### src/rtl/pdm_pkg.sv
// Package: shared constants and helpers for the ones-density guard.
// Assumes windows grow in steps of BASE bits, with window N spanning BASE*(N+1) bits.
package pdm_pkg;

    // Length in bits of window number n, where n counts from 1.
    function automatic int win_len(input int n, input int base);
        return base * (n + 1);
    endfunction

    // Count width able to hold the value v.
    function automatic int cnt_bits(input int v);
        return $clog2(v + 1);
    endfunction

endpackage

### src/rtl/pdm_history.sv
// Module: shift register holding the most recently emitted bits.
// hist[0] is the newest bit. Reset loads all ones so a short history reads as compliant.
// Assumes shift_en is high for exactly one cycle per emitted bit.
module pdm_history #(
    parameter int HIST_LEN = 191
) (
    input  logic                clk,
    input  logic                rst_n,
    input  logic                shift_en,
    input  logic                bit_in,
    output logic [HIST_LEN-1:0] hist
);

    logic [HIST_LEN-1:0] hist_q;

    // Shift the emitted bit in at the newest end.
    always_ff @(posedge clk) begin
        if (!rst_n) begin
            hist_q <= '1;
        end else if (shift_en) begin
            hist_q <= {hist_q[HIST_LEN-2:0], bit_in};
        end
    end

    assign hist = hist_q;

endmodule

### src/rtl/pdm_window_bank.sv
// Module: bank of running ones-counters, one per nested window.
// Counter n holds the number of ones in the newest BASE*(n+1)-1 history bits, which
// excludes the bit about to be emitted. It reports whether a zero or a one emitted
// next would leave that window below its minimum of n ones.
// Assumes hist comes from pdm_history, which is preset to ones, so each counter
// resets to its full span.
module pdm_window_bank
    import pdm_pkg::*;
#(
    parameter int NUM_WIN  = 23,
    parameter int BASE     = 8,
    parameter int HIST_LEN = 191
) (
    input  logic                clk,
    input  logic                rst_n,
    input  logic                shift_en,
    input  logic                bit_in,
    input  logic [HIST_LEN-1:0] hist,
    output logic                short_if_zero,
    output logic                short_if_one
);

    localparam int CW = cnt_bits(HIST_LEN);

    logic [NUM_WIN-1:0] zero_short;
    logic [NUM_WIN-1:0] one_short;

    for (genvar g = 0; g < NUM_WIN; g++) begin : g_win
        localparam int SPAN  = win_len(g + 1, BASE) - 1;
        localparam int NEED  = g + 1;
        logic [CW-1:0] ones_q;

        // Add the bit entering the span and drop the bit leaving it.
        always_ff @(posedge clk) begin
            if (!rst_n) begin
                ones_q <= CW'(SPAN);
            end else if (shift_en) begin
                ones_q <= ones_q + CW'(bit_in) - CW'(hist[SPAN-1]);
            end
        end

        // Compare the window's ones against its minimum for either choice of next bit.
        always_comb begin
            zero_short[g] = (ones_q < CW'(NEED));
            one_short[g]  = ({1'b0, ones_q} + 1'b1) < (CW + 1)'(NEED);
        end
    end

    assign short_if_zero = |zero_short;
    assign short_if_one  = |one_short;

endmodule

### src/rtl/pdm_zero_run.sv
// Module: counter for consecutive zeros at the newest end of the history.
// It saturates one step past the limit and reports when one more zero would be too many.
module pdm_zero_run #(
    parameter int MAX_ZEROS = 15
) (
    input  logic clk,
    input  logic rst_n,
    input  logic shift_en,
    input  logic bit_in,
    output logic run_full
);

    localparam int RW = $clog2(MAX_ZEROS + 2);

    logic [RW-1:0] run_q;

    // Track the current zero run, restarting on every emitted one.
    always_ff @(posedge clk) begin
        if (!rst_n) begin
            run_q <= '0;
        end else if (shift_en) begin
            if (bit_in) begin
                run_q <= '0;
            end else if (run_q <= RW'(MAX_ZEROS)) begin
                run_q <= run_q + 1'b1;
            end
        end
    end

    assign run_full = (run_q >= RW'(MAX_ZEROS));

endmodule

### src/rtl/pulse_density_guard.sv
// Module: ones-density monitor and optional enforcer for a serial T1 stream.
// Decides each bit before it is emitted: a zero that would break the run limit or a
// window minimum is replaced by a one when enforce_en is high. The monitor judges
// the emitted bit and sets a sticky flag. Output is registered.
// Assumes one bit per bit_en cycle; control inputs are synchronous to clk.
module pulse_density_guard
    import pdm_pkg::*;
#(
    parameter int NUM_WIN   = 23,
    parameter int BASE      = 8,
    parameter int MAX_ZEROS = 15,
    parameter int CNT_W     = 16
) (
    input  logic             clk,
    input  logic             rst_n,
    input  logic             bit_en,
    input  logic             din,
    input  logic             enforce_en,
    input  logic             clr_viol,
    output logic             dout,
    output logic             viol,
    output logic [CNT_W-1:0] force_cnt
);

    localparam int HIST_LEN = win_len(NUM_WIN, BASE) - 1;

    logic [HIST_LEN-1:0] hist;
    logic                short_if_zero;
    logic                short_if_one;
    logic                run_full;
    logic                zero_breaks;
    logic                force_one;
    logic                emit_bit;
    logic                viol_now;
    logic                dout_q;
    logic                viol_q;
    logic [CNT_W-1:0]    fcnt_q;

    pdm_history #(.HIST_LEN(HIST_LEN)) u_hist (
        .clk      (clk),
        .rst_n    (rst_n),
        .shift_en (bit_en),
        .bit_in   (emit_bit),
        .hist     (hist)
    );

    pdm_window_bank #(
        .NUM_WIN  (NUM_WIN),
        .BASE     (BASE),
        .HIST_LEN (HIST_LEN)
    ) u_bank (
        .clk           (clk),
        .rst_n         (rst_n),
        .shift_en      (bit_en),
        .bit_in        (emit_bit),
        .hist          (hist),
        .short_if_zero (short_if_zero),
        .short_if_one  (short_if_one)
    );

    pdm_zero_run #(.MAX_ZEROS(MAX_ZEROS)) u_run (
        .clk      (clk),
        .rst_n    (rst_n),
        .shift_en (bit_en),
        .bit_in   (emit_bit),
        .run_full (run_full)
    );

    // Choose the emitted bit and judge it against both rules.
    always_comb begin
        zero_breaks = run_full | short_if_zero;
        force_one   = enforce_en & ~din & zero_breaks;
        emit_bit    = din | force_one;
        viol_now    = emit_bit ? short_if_one : zero_breaks;
    end

    // Register the emitted bit.
    always_ff @(posedge clk) begin
        if (!rst_n) begin
            dout_q <= 1'b0;
        end else if (bit_en) begin
            dout_q <= emit_bit;
        end
    end

    // Sticky violation flag; a new violation wins over a clear on the same edge.
    always_ff @(posedge clk) begin
        if (!rst_n) begin
            viol_q <= 1'b0;
        end else if (bit_en && viol_now) begin
            viol_q <= 1'b1;
        end else if (clr_viol) begin
            viol_q <= 1'b0;
        end
    end

    // Saturating count of replaced zeros.
    always_ff @(posedge clk) begin
        if (!rst_n) begin
            fcnt_q <= '0;
        end else if (bit_en && force_one && (fcnt_q != '1)) begin
            fcnt_q <= fcnt_q + 1'b1;
        end
    end

    assign dout      = dout_q;
    assign viol      = viol_q;
    assign force_cnt = fcnt_q;

endmodule

### config.mk
export PLATFORM = sky130hd
export DESIGN_NAME = pulse_density_guard
export DESIGN_NICKNAME = d
export VERILOG_FILES = /design/src/rtl/pdm_pkg.sv /design/src/rtl/pdm_history.sv /design/src/rtl/pdm_window_bank.sv /design/src/rtl/pdm_zero_run.sv /design/src/rtl/pulse_density_guard.sv
export SDC_FILE = /design/constraint.sdc
export NUM_CORES = 1
export LEC_CHECK = 0
export ABC_AREA = 1
export BUFFER_PORTS_ARGS = -buffer_cell sky130_fd_sc_hd__buf_2
export CAP_MARGIN = 15
export CORE_MARGIN = 3
export CORE_UTILIZATION = 59
export CTS_BUF_LIST = sky130_fd_sc_hd__clkbuf_4 sky130_fd_sc_hd__clkbuf_8
export DETAILED_ROUTE_END_ITERATION = 16
export GPL_ROUTABILITY_DRIVEN = 0
export HOLD_SLACK_MARGIN = 0.03
export PLACE_DENSITY = 0.84
export SLEW_MARGIN = 20
export SYNTH_ARGS = -nofsm -noshare
export SYNTH_HDL_FRONTEND = slang
export SYNTH_SLANG_ARGS = --single-unit
### constraint.sdc
create_clock -name clk -period 9.95 [get_ports clk]
set_input_delay 1.99 -clock clk [delete_from_list [all_inputs] [get_ports clk]]
set_output_delay 1.99 -clock clk [all_outputs]
set_load 0.02 [all_outputs]
==> impl_metrics.csv, run 1 <==
group,metric,value,unit
min_path,min_path_type,"reg -> reg",
layout,seqCellArea,7970,um2
power_and_ir_drop,switching_share,37.1,%
clocking,cts_buffer_depth,3,
synth,synth_top_area_share,29.8,%
min_path,min_path_cells,2,
power_and_ir_drop,pwr-share-seq,36.3,%
critical_path,r2r_slack,5.50,ns
power_and_ir_drop,p_leak,15.4,nW
flow_run,maxCapViolCount,0,
clocking,cts.clk_slew.worst_paths,0.06,ns
routing,routedWlPerCell,12.2,um
routing,dr.pass1.iters,5,
place,placed_cell_area,27100,um2
critical_path,cp.required,10.46,ns
synth,synthesis.nets,4217,
layout,nets,4187,
grt,overflow,0,
synth,yosys_most_used_dff,"dfxtp_1",
timing,fin_skew,0.0257,ns
timing,rsz0062_at_grt,"false",
timing,tightestPinTransition,1.12,ns
routing,drt_iter0_markers,1336,
synth,ys_ff_latch,398,
timing,slew_headroom,25.4,%
timing,tns,0,ns
clocking,cts_buffers,71,
floorplan,dieArea,47900,um2
timing,finalSetupViolations,0,
clocking,cts_setup_buffers,0,
synth,synthCells,3772,
grt,grt_first_pass_wirelength,93600,um
timing,period_share,44.8,%
grt,grt_pass1_vias,21400,
power_and_ir_drop,p_comb_share,34.1,%
synth,synthTopCellsByArea,"dfxtp_1 (30%), ha_1 (19%), nand2_1 (14%), inv_1 (7.0%), nand3_1 (6.9%)",
synth,syn_area_per_cell,7.08,um2
synth,synth_edf_count,0,
power_and_ir_drop,cell_internal_pwr,3.40,mW
clocking,cts_tree,"yes",
layout,multi_input_area,16300,um2
critical_path,cp_max_fo,28,
power_and_ir_drop,p_per_area,189,nW/um2
floorplan,initial_core_util,60.0,%
critical_path,worstSetupPathType,"reg -> reg",
power_and_ir_drop,ir_drop,0.123,mV
clocking,cts_hold_buf,0,
layout,postLayoutCellArea,28600,um2
routing,avgViaCountPerCell,5.24,
synth,synth_common_cells,"nand2_1 (1,009), inv_1 (499), ha_1 (416), dfxtp_1 (398), nand3_1 (366)",
grt,grt_usage,22.6,%
routing,drc_errors,0,
synth,async_reset_ff_share,0,%
routing,ant_nets,0,
timing,max_freq,225,MHz
synth,synth_top_area_cell,"dfxtp_1",
floorplan,core,44500,um2
place,dp_hpwl,35600,um
critical_path,cp-start-kind,"register",
layout,fill_cells,3872,
clocking,clk_latency,0.63,ns
outcome,status,"completed",
grt,antenna_found_initial,0,
layout,area_growth,7.03,%
clocking,clock_sinks,398,
synth,synth_area,26700,um2
critical_path,worstPathArrival,4.96,ns
timing,hold_violations,0,
floorplan,num_rows,77,
routing,routed_wl,53700,um
power_and_ir_drop,p_clk_share,29.6,%
routing,num_vias,23000,
power_and_ir_drop,p_switching,2.00,mW
clocking,htreeDepth,3,
grt,grt_max_degree,210,
floorplan,die-width,219,um
critical_path,crit_path_end_kind,"register",
synth,ys.warnings.count,0,
timing,finalMaxSlewViolations,0,
synth,yosysUniqueCellTypes,41,
floorplan,die_h,219,um
layout,drive_gt1_share,4.98,%
synth,yosys.cell_count.top_type,"nand2_1",
synth,synth-seq-area-share,29.8,%
place,portBuffers,23,
clocking,root_buffer,"clkbuf_8",
layout,num_antenna_cells,0,
clocking,cts_resized,0,
timing,fin_crit,4.45,ns
floorplan,boundaryPins,24,
critical_path,rr_worst_depth,22,
placed cells by master, fill, tap and decap left out, types with 10 or more instances in the layout:
master,n
nand2_1,1009
inv_1,497
ha_1,416
dfxtp_1,398
nand3_1,366
a21oi_1,235
nor2_1,227
o21ai_0,203
clkbuf_8,84
xor2_1,69
o211ai_1,42
fa_1,23
o221ai_1,22
clkbuf_4,22
buf_2,21
nand4_1,20
o21bai_1,18
nor3_1,18
or2_2,10
xnor2_1,10
clkinv_2,10
layout make-up:
cell class	instances	share of cell area, %
clock inverter	18	0.542
inverter	503	6.64
timing repair buffer	29	0.717
tap	592	2.59
clock buffer	106	4.62
sequential	398	27.9
multi-input combinational	2739	57.0
worst max-delay path, stage by stage, from the launching register on:
cell and delay, ns:
dfxtp_1 0.46, ha_1 0.28, inv_2 0.05, nand2_1 0.06, nand2_1 0.05, nand3_1 0.08, nand2_1 0.12, nor2_1 0.31
nand2_1 0.11, nor2_2 0.15, nand2_1 0.14, nand2_1 0.11, nand2_2 0.54, ha_1 0.52, fa_1 0.41, a21oi_1 0.16
nor2_1 0.06, o21ai_0 0.19, nand2_1 0.08, a21oi_1 0.16, xnor2_1 0.07, o21ai_0 0.14, inv_1 0.05
worst paths after layout:
| kind | start | to |
|---|---|---|
| worst min register to register | u_hist.hist[61] | u_hist.hist[61] |
| worst max register to register | u_bank.g_win[2].ones_q[1] | u_bank.g_win[17].ones_q[6] |
| worst max-delay path | u_bank.g_win[2].ones_q[1] | u_bank.g_win[17].ones_q[6] |
| worst min-delay path | u_hist.hist[61] | u_hist.hist[61] |
stage by stage:
stage	total power, mW	util [%]	hold slack (ns)	instances	setup WS (ns)
2_1_floorplan	3.44	-	0.429	3772	5.94
6_report	5.40	64.3	0.452	4385	5.50
4_1_cts	5.44	64.3	0.457	4385	5.53
3_5_place_dp	3.81	60.9	0.443	4261	5.06
3_3_place_gp	3.75	60.9	0.437	4261	5.09
5_1_grt	5.87	64.3	0.472	4385	5.13
power groups by stage:
stage / clock, mW / sequential (mW) / combinational [mW]
after global routing: 1.71 / 1.99 / 2.16
after detailed placement: 0 / 1.99 / 1.82
after CTS: 1.64 / 1.96 / 1.84
final: 1.60 / 1.96 / 1.84
after floorplan: 0 / 1.94 / 1.49
after global placement: 0 / 1.99 / 1.76
layer usage:
layer / share of wire (%) / vias to the layer above / routed length (um) / track usage (%)
li1: - / 12100 / - / -
met1: 48 / 10500 / 25500 / 28.6
met2: 46 / 318 / 24900 / 39.2
met3: 3.5 / 102 / 1870 / 3.25
met4: 2.6 / 0 / 1380 / 7.97
met5: 0 / - / 0 / 0
flip-flops by register name, summed over array words and instances (netlist names):
register and flops:
u_bank.g_win.ones_q 184, u_hist.hist 191, viol 1, dout 1
u_run.run_q 5, force_cnt 16
cell families (layout without fill, tap and decap cells):
family                     count (synthesis)  after routing  synth area share [%]
DFF                                      398            398                  29.8
and+or+nand+nor                         1667           1667                  25.7
adders and majority gates                439            439                  21.2
buffers and inverters                    635            656                  9.13
AOI/OAI and AO/OA                        554            554                  11.6
xor gates and xnor gates                  79             79                  2.59
Note: power is estimated with default switching activity, not from simulation.
==> inputs of run 2 (changes only) <==
ABC_AREA = 0   (was 1)
clock period = 4.3 ns   (was 9.95 ns; I/O delays follow)
==> impl_metrics.csv, run 2 <==
group,metric,value,unit
outcome,status,"completed",
grt,overflow,0,
synth,ys_ff_latch,398,
timing,tightestPinTransition,0.911,ns
floorplan,dieArea,46800,um2
layout,fill_cells,3318,
routing,drt_iter0_markers,1357,
place,placed_cell_area,26700,um2
critical_path,critPathSlowestCell,"a2111oi_1",
critical_path,cp_max_fo,29,
floorplan,die-width,216,um
clocking,htreeDepth,3,
floorplan,boundaryPins,24,
timing,slew_headroom,39.3,%
synth,async_reset_ff_share,0,%
synth,synthesis.nets,3390,
timing,finalSetupViolations,0,
layout,drive_gt1_share,6.14,%
clocking,cts_tree,"yes",
timing,finalMaxSlewViolations,0,
synth,synth_top_area_share,30.5,%
synth,ys.warnings.count,0,
grt,grt_max_degree,179,
critical_path,worstPathArrival,4.65,ns
critical_path,cpPeakStageDelay,0.50,ns
critical_path,cp.required,4.84,ns
routing,routedWlPerCell,15.1,um
clocking,clk_latency,0.64,ns
power_and_ir_drop,p_leak,13.3,nW
grt,grt_usage,22.8,%
flow_run,maxCapViolCount,0,
routing,avgViaCountPerCell,5.73,
clocking,clock_sinks,398,
layout,layout_common_cells,"ha_1 (416), dfxtp_1 (398), nand2_1 (375)",
layout,postLayoutCellArea,28300,um2
routing,ant_nets,0,
critical_path,critical_path.most_common_cell,"ha_1",
synth,yosys.cell_count.top_type,"ha_1",
power_and_ir_drop,p_switching,5.94,mW
timing,hold_slack,0.470,ns
synth,synth_area,26100,um2
power_and_ir_drop,switching_share,39.1,%
layout,nets,3394,
critical_path,crit_family,"compound AO/OA/AOI/OAI gates",
timing,final.setup.worst_slack,0.189,ns
routing,num_vias,20500,
place,dp_hpwl,36900,um
critical_path,rr_worst_depth,18,
power_and_ir_drop,pwr-share-seq,31.9,%
clocking,cts_buffer_depth,3,
place,portBuffers,23,
timing,max_freq,243,MHz
timing,hold_violations,0,
power_and_ir_drop,p_clk_share,24.1,%
synth,synthCells,2945,
timing,fin_crit,4.11,ns
clocking,root_buffer,"clkbuf_8",
grt,grt_pass1_vias,20500,
power_and_ir_drop,p_comb_share,44.0,%
min_path,min_path_cells,2,
synth,synth_top_area_cell,"dfxtp_1",
synth,yosys_most_used_dff,"dfxtp_1",
synth,syn_area_per_cell,8.87,um2
critical_path,cp_num_buf_inv,2,
routing,dr.pass1.iters,5,
synth,synthTopCellsByArea,"dfxtp_1 (31%), ha_1 (20%), mux2i_1 (9.2%), nand2_1 (5.4%), inv_1 (3.9%)",
critical_path,path_cells,"ha_1 -> and3_1 -> ha_1 -> a21oi_1 -> o21ai_0 -> nor4_2 -> buf_4 -> nand4b_4 -> o22ai_4 -> inv_8 -> ha_1 -> a21o_1 -> a21oi_1 -> o21bai_1 -> a2111oi_1 -> nor2_1 -> xor2_1 -> a211oi_1",
floorplan,die_h,216,um
floorplan,num_rows,76,
layout,multi_input_area,16700,um2
place,dpl_worst_slack,-0.0906,ns
critical_path,cp-start-kind,"register",
layout,final_common_cell,"ha_1",
routing,routed_wl,54100,um
power_and_ir_drop,cell_internal_pwr,9.25,mW
timing,fin_skew,0.0293,ns
routing,drc_errors,0,
layout,seqCellArea,7970,um2
floorplan,core,43400,um2
min_path,min_path_type,"reg -> reg",
timing,period_share,95.6,%
clocking,cts_buffers,71,
grt,antenna_found_initial,1,
timing,tns,0,ns
critical_path,cp.depth,18,
critical_path,crit_path_end_kind,"register",
critical_path,worstSetupPathType,"reg -> reg",
synth,yosysUniqueCellTypes,68,
layout,area_growth,8.33,%
grt,grt_first_pass_wirelength,92400,um
synth,synth_edf_count,0,
synth,synth-seq-area-share,30.5,%
synth,synth_common_cells,"ha_1 (416), dfxtp_1 (398), nand2_1 (375), inv_1 (273), mux2i_1 (240)",
power_and_ir_drop,p_per_area,537,nW/um2
power_and_ir_drop,ir_drop,0.245,mV
floorplan,initial_core_util,60.2,%
clocking,cts.clk_slew.worst_paths,0.06,ns
layout,largest_reg_flops,191,
## run 2: changes by cell type in the layout (fill, tap and decap cells not counted), moves of 21 or more
cell,change
nor2_1,-120
xnor2_1,+63
nand3_1,-291
a211oi_1,+49
o21ai_0,-136
nand2_1,-634
inv_1,-226
o211ai_1,+65
o21bai_1,+33
a21o_1,+34
nand2b_1,+30
a21oi_1,-78
mux2i_1,+240
a31oi_1,+21
## run 2: power groups by stage
stage               combinational, mW  clock [mW]  sequential, mW
finish                           6.68        3.66            4.85
global placement                 6.03           0            4.85
CTS                              6.58        3.76            4.83
global route                     7.53        3.93            4.92
detailed placement               6.46           0            4.90
floorplan                        5.21           0            4.73
## run 2: area by class of cell
| cell class | count | share of cell area, % |
|---|---|---|
| antenna | 2 | 0.0177 |
| inverter | 275 | 3.67 |
| timing repair buffer | 45 | 1.24 |
| sequential | 398 | 28.2 |
| clock buffer | 107 | 4.83 |
| clock inverter | 15 | 0.385 |
| multi-input combinational | 2158 | 59.1 |
| tap | 585 | 2.59 |
## run 2: layer usage
metal  GRT usage [%]  share of wire, %  vias to the layer above
met4            9.65               3.1                        0
li1                -                 -                    10200
met1            27.4                44                     9794
met5               0                 0                        -
met2            39.9                49                      374
met3            4.40               4.4                      133
## run 2: logic make-up after synthesis
group           after synthesis  synth area share [%]
simple gates                745                  13.1
flops                       398                  30.5
mux                         240                  9.20
compound gates              577                  14.6
buf+inv                     389                  5.61
fa+ha+maj                   439                  21.7
xor+xnor                    157                  5.26
## run 2: through the flow
stage	power (mW)	std cells	utilization, %
6_report	15.2	3585	65.3
2_1_floorplan	9.95	2945	-
4_1_cts	15.2	3581	65.1
5_1_grt	16.4	3584	65.2
3_3_place_gp	10.9	3457	61.7
3_5_place_dp	11.4	3457	61.7
## run 2: what timing repair did
item,4_1_cts,5_1_grt
pin swaps,1,1
hold buffers,0,0
setup buffers,2,2
resized for setup,0,13
setup endpoints to repair,14,38
## run 2: path summary, 6_finish.rpt
check                           slack, ns        startpoint                   endpoint
worst max-delay path                 0.19    u_run.run_q[0]  u_bank.g_win[5].ones_q[7]
worst min-delay path                 0.47  u_hist.hist[144]           u_hist.hist[144]
worst min register to register       0.47  u_hist.hist[144]           u_hist.hist[144]
worst max register to register       0.19    u_run.run_q[0]  u_bank.g_win[5].ones_q[7]
## run 2: tightest hold or removal path: cells and delay by family (launching register included)
kind             cells  cell delay (ns)
multiplexers         1             0.06
flip-flops           1             0.32
AND/OR/NAND/NOR      1             0.05
==> inputs of run 3 (changes only) <==
==> constraint.sdc (replaced) <==
create_clock -name clk -period 4.3 [get_ports clk]
set_input_delay 0.43 -clock clk [delete_from_list [all_inputs] [get_ports clk]]
set_output_delay 0.43 -clock clk [all_outputs]
set_load 0.02 [all_outputs]
==> impl_metrics.csv, run 3 (same netlist as run 2, synthesis figures left out) <==
group,metric,value,unit
outcome,status,"completed",
routing,dr.pass1.iters,5,
critical_path,critPathSlowestCell,"a2111oi_0",
power_and_ir_drop,p_comb_share,43.5,%
clocking,htreeDepth,3,
critical_path,reg2reg_to,"u_bank.g_win[5].ones_q[7]",
clocking,cts.clk_slew.worst_paths,0.06,ns
floorplan,core,43400,um2
min_path,min_from,"rst_n",
layout,drive_gt1_share,6.20,%
floorplan,boundaryPins,24,
critical_path,path_cells,"inv_1 -> ha_1 -> nand2b_1 -> a32o_1 -> nor4_4 -> nand4b_4 -> o22ai_4 -> inv_4 -> buf_12 -> ha_1 -> a21o_1 -> a21oi_1 -> o21bai_1 -> a2111oi_0 -> nor2_1 -> xor2_1 -> a211oi_1",
timing,fin_crit,4.03,ns
grt,antenna_found_initial,0,
layout,num_antenna_cells,0,
place,placed_cell_area,26800,um2
routing,drt_iter0_markers,1234,
critical_path,crit_path_end_kind,"register",
layout,fill_cells,3342,
power_and_ir_drop,p_per_area,537,nW/um2
grt,grt_first_pass_wirelength,92300,um
timing,period_share,93.8,%
place,dp_hpwl,37100,um
critical_path,crit_start,"u_bank.g_win[19].ones_q[2]",
timing,hold_slack,0.127,ns
layout,layout_common_cells,"ha_1 (416), dfxtp_1 (398), nand2_1 (375)",
routing,avgViaCountPerCell,5.68,
clocking,cts_hold_buf,0,
critical_path,r2r-start,"u_bank.g_win[19].ones_q[2]",
power_and_ir_drop,p_clk_share,24.5,%
routing,num_vias,20400,
timing,slew_headroom,45.9,%
critical_path,rr_worst_depth,17,
critical_path,cp.required,4.84,ns
grt,grt_usage,22.8,%
layout,largest_reg_flops,191,
clocking,root_buffer,"clkbuf_8",
critical_path,cp-start-kind,"register",
min_path,hold_end,"u_hist.hist[156]",
floorplan,die-width,216,um
critical_path,r2r_slack,0.27,ns
timing,fin_skew,0.0334,ns
power_and_ir_drop,pwr-share-seq,32.0,%
layout,nets,3394,
floorplan,initial_core_util,60.2,%
min_path,min_path_cells,2,
power_and_ir_drop,p_switching,5.98,mW
place,portBuffers,23,
clocking,cts_tree,"yes",
clocking,cts_resized,0,
timing,tns,0,ns
timing,tightestPinTransition,0.811,ns
routing,routedWlPerCell,15.1,um
floorplan,dieArea,46800,um2
timing,rsz0062_at_grt,"false",
timing,finalSetupViolations,0,
power_and_ir_drop,p_leak,13.3,nW
clocking,cts_setup_buffers,0,
routing,routed_wl,54100,um
floorplan,die_h,216,um
clocking,clock_sinks,398,
power_and_ir_drop,ir_drop,0.250,mV
critical_path,cp_max_fo,16,
clocking,clk_latency,0.65,ns
layout,postLayoutCellArea,28300,um2
critical_path,critical_path.most_common_cell,"ha_1",
layout,area_growth,8.43,%
clocking,cts_buffer_depth,3,
flow_run,maxCapViolCount,0,
layout,final_common_cell,"ha_1",
timing,finalMaxSlewViolations,0,
critical_path,worstSetupPathType,"reg -> reg",
grt,grt_max_degree,144,
power_and_ir_drop,total_power,15.2,mW
power_and_ir_drop,switching_share,39.3,%
timing,max_freq,248,MHz
power_and_ir_drop,cell_internal_pwr,9.24,mW
grt,overflow,0,
floorplan,num_rows,76,
critical_path,cpPeakStageDelay,0.47,ns
grt,grt_pass1_vias,20400,
routing,ant_nets,0,
clocking,cts_buffers,71,
critical_path,worstPathArrival,4.58,ns
timing,hold_violations,0,
routing,drc_errors,0,
min_path,min_path_type,"in -> reg",
-- run 3: area by class of cell --
type	instances	area, um2	area share (%)
Timing Repair Buffer	45	375	1.33
Multi-Input combinational cell	2158	16700	59.0
Clock inverter	26	226	0.800
Tap cell	585	732	2.58
Sequential cell	398	7970	28.1
Clock buffer	100	1280	4.53
Inverter	275	1030	3.65
-- run 3: power groups by stage --
stage | combinational [mW] | sequential (mW) | clock [mW]
4_1_cts | 6.59 | 4.85 | 3.82
3_5_place_dp | 6.50 | 4.93 | 0
5_1_grt | 7.47 | 4.95 | 3.99
6_report | 6.62 | 4.87 | 3.73
2_1_floorplan | 5.21 | 4.73 | 0
3_3_place_gp | 6.09 | 4.88 | 0
-- run 3: critical path: cells and delay by family, from the launching register on --
family / cells / cell delay (ns)
DFF: 1 / 0.45
AOI/OAI and AO/OA: 7 / 1.68
and+or+nand+nor: 4 / 0.77
adders and majority gates: 2 / 0.45
xor gates and xnor gates: 1 / 0.17
buffers and inverters: 3 / 0.38
-- run 3: routing by layer --
metal | wire length, um | up-vias | part of all wire (%) | GRT usage (%)
met4 | 1360 | 0 | 2.5 | 7.73
met5 | 0 | - | 0 | 0
met1 | 23800 | 9667 | 44 | 27.8
met2 | 26700 | 349 | 49 | 40.7
met3 | 2250 | 113 | 4.2 | 4.11
li1 | - | 10200 | - | -
-- run 3: worst max-delay path by stage --
stage | slack, ns | end | cells after the start
2_1_floorplan | 0.71 | u_bank.g_win[11].ones_q[7] | 17
4_1_cts | 0.21 | u_bank.g_win[0].ones_q[7] | 18
6_report | 0.27 | u_bank.g_win[5].ones_q[7] | 17
3_3_place_gp | 0.44 | u_bank.g_win[4].ones_q[7] | 18
5_1_grt | 0.05 | u_bank.g_win[3].ones_q[7] | 17
3_5_place_dp | 0.25 | u_bank.g_win[0].ones_q[7] | 18
-- run 3: stage by stage --
step / std cells / worst slack, ns / utilization [%]
CTS: 3587 / 0.206 / 65.3
global placement: 3461 / 0.445 / 61.8
detailed placement: 3461 / 0.247 / 61.8
floorplan: 2945 / 0.706 / -
global route: 3587 / 0.0472 / 65.3
finish: 3587 / 0.268 / 65.3
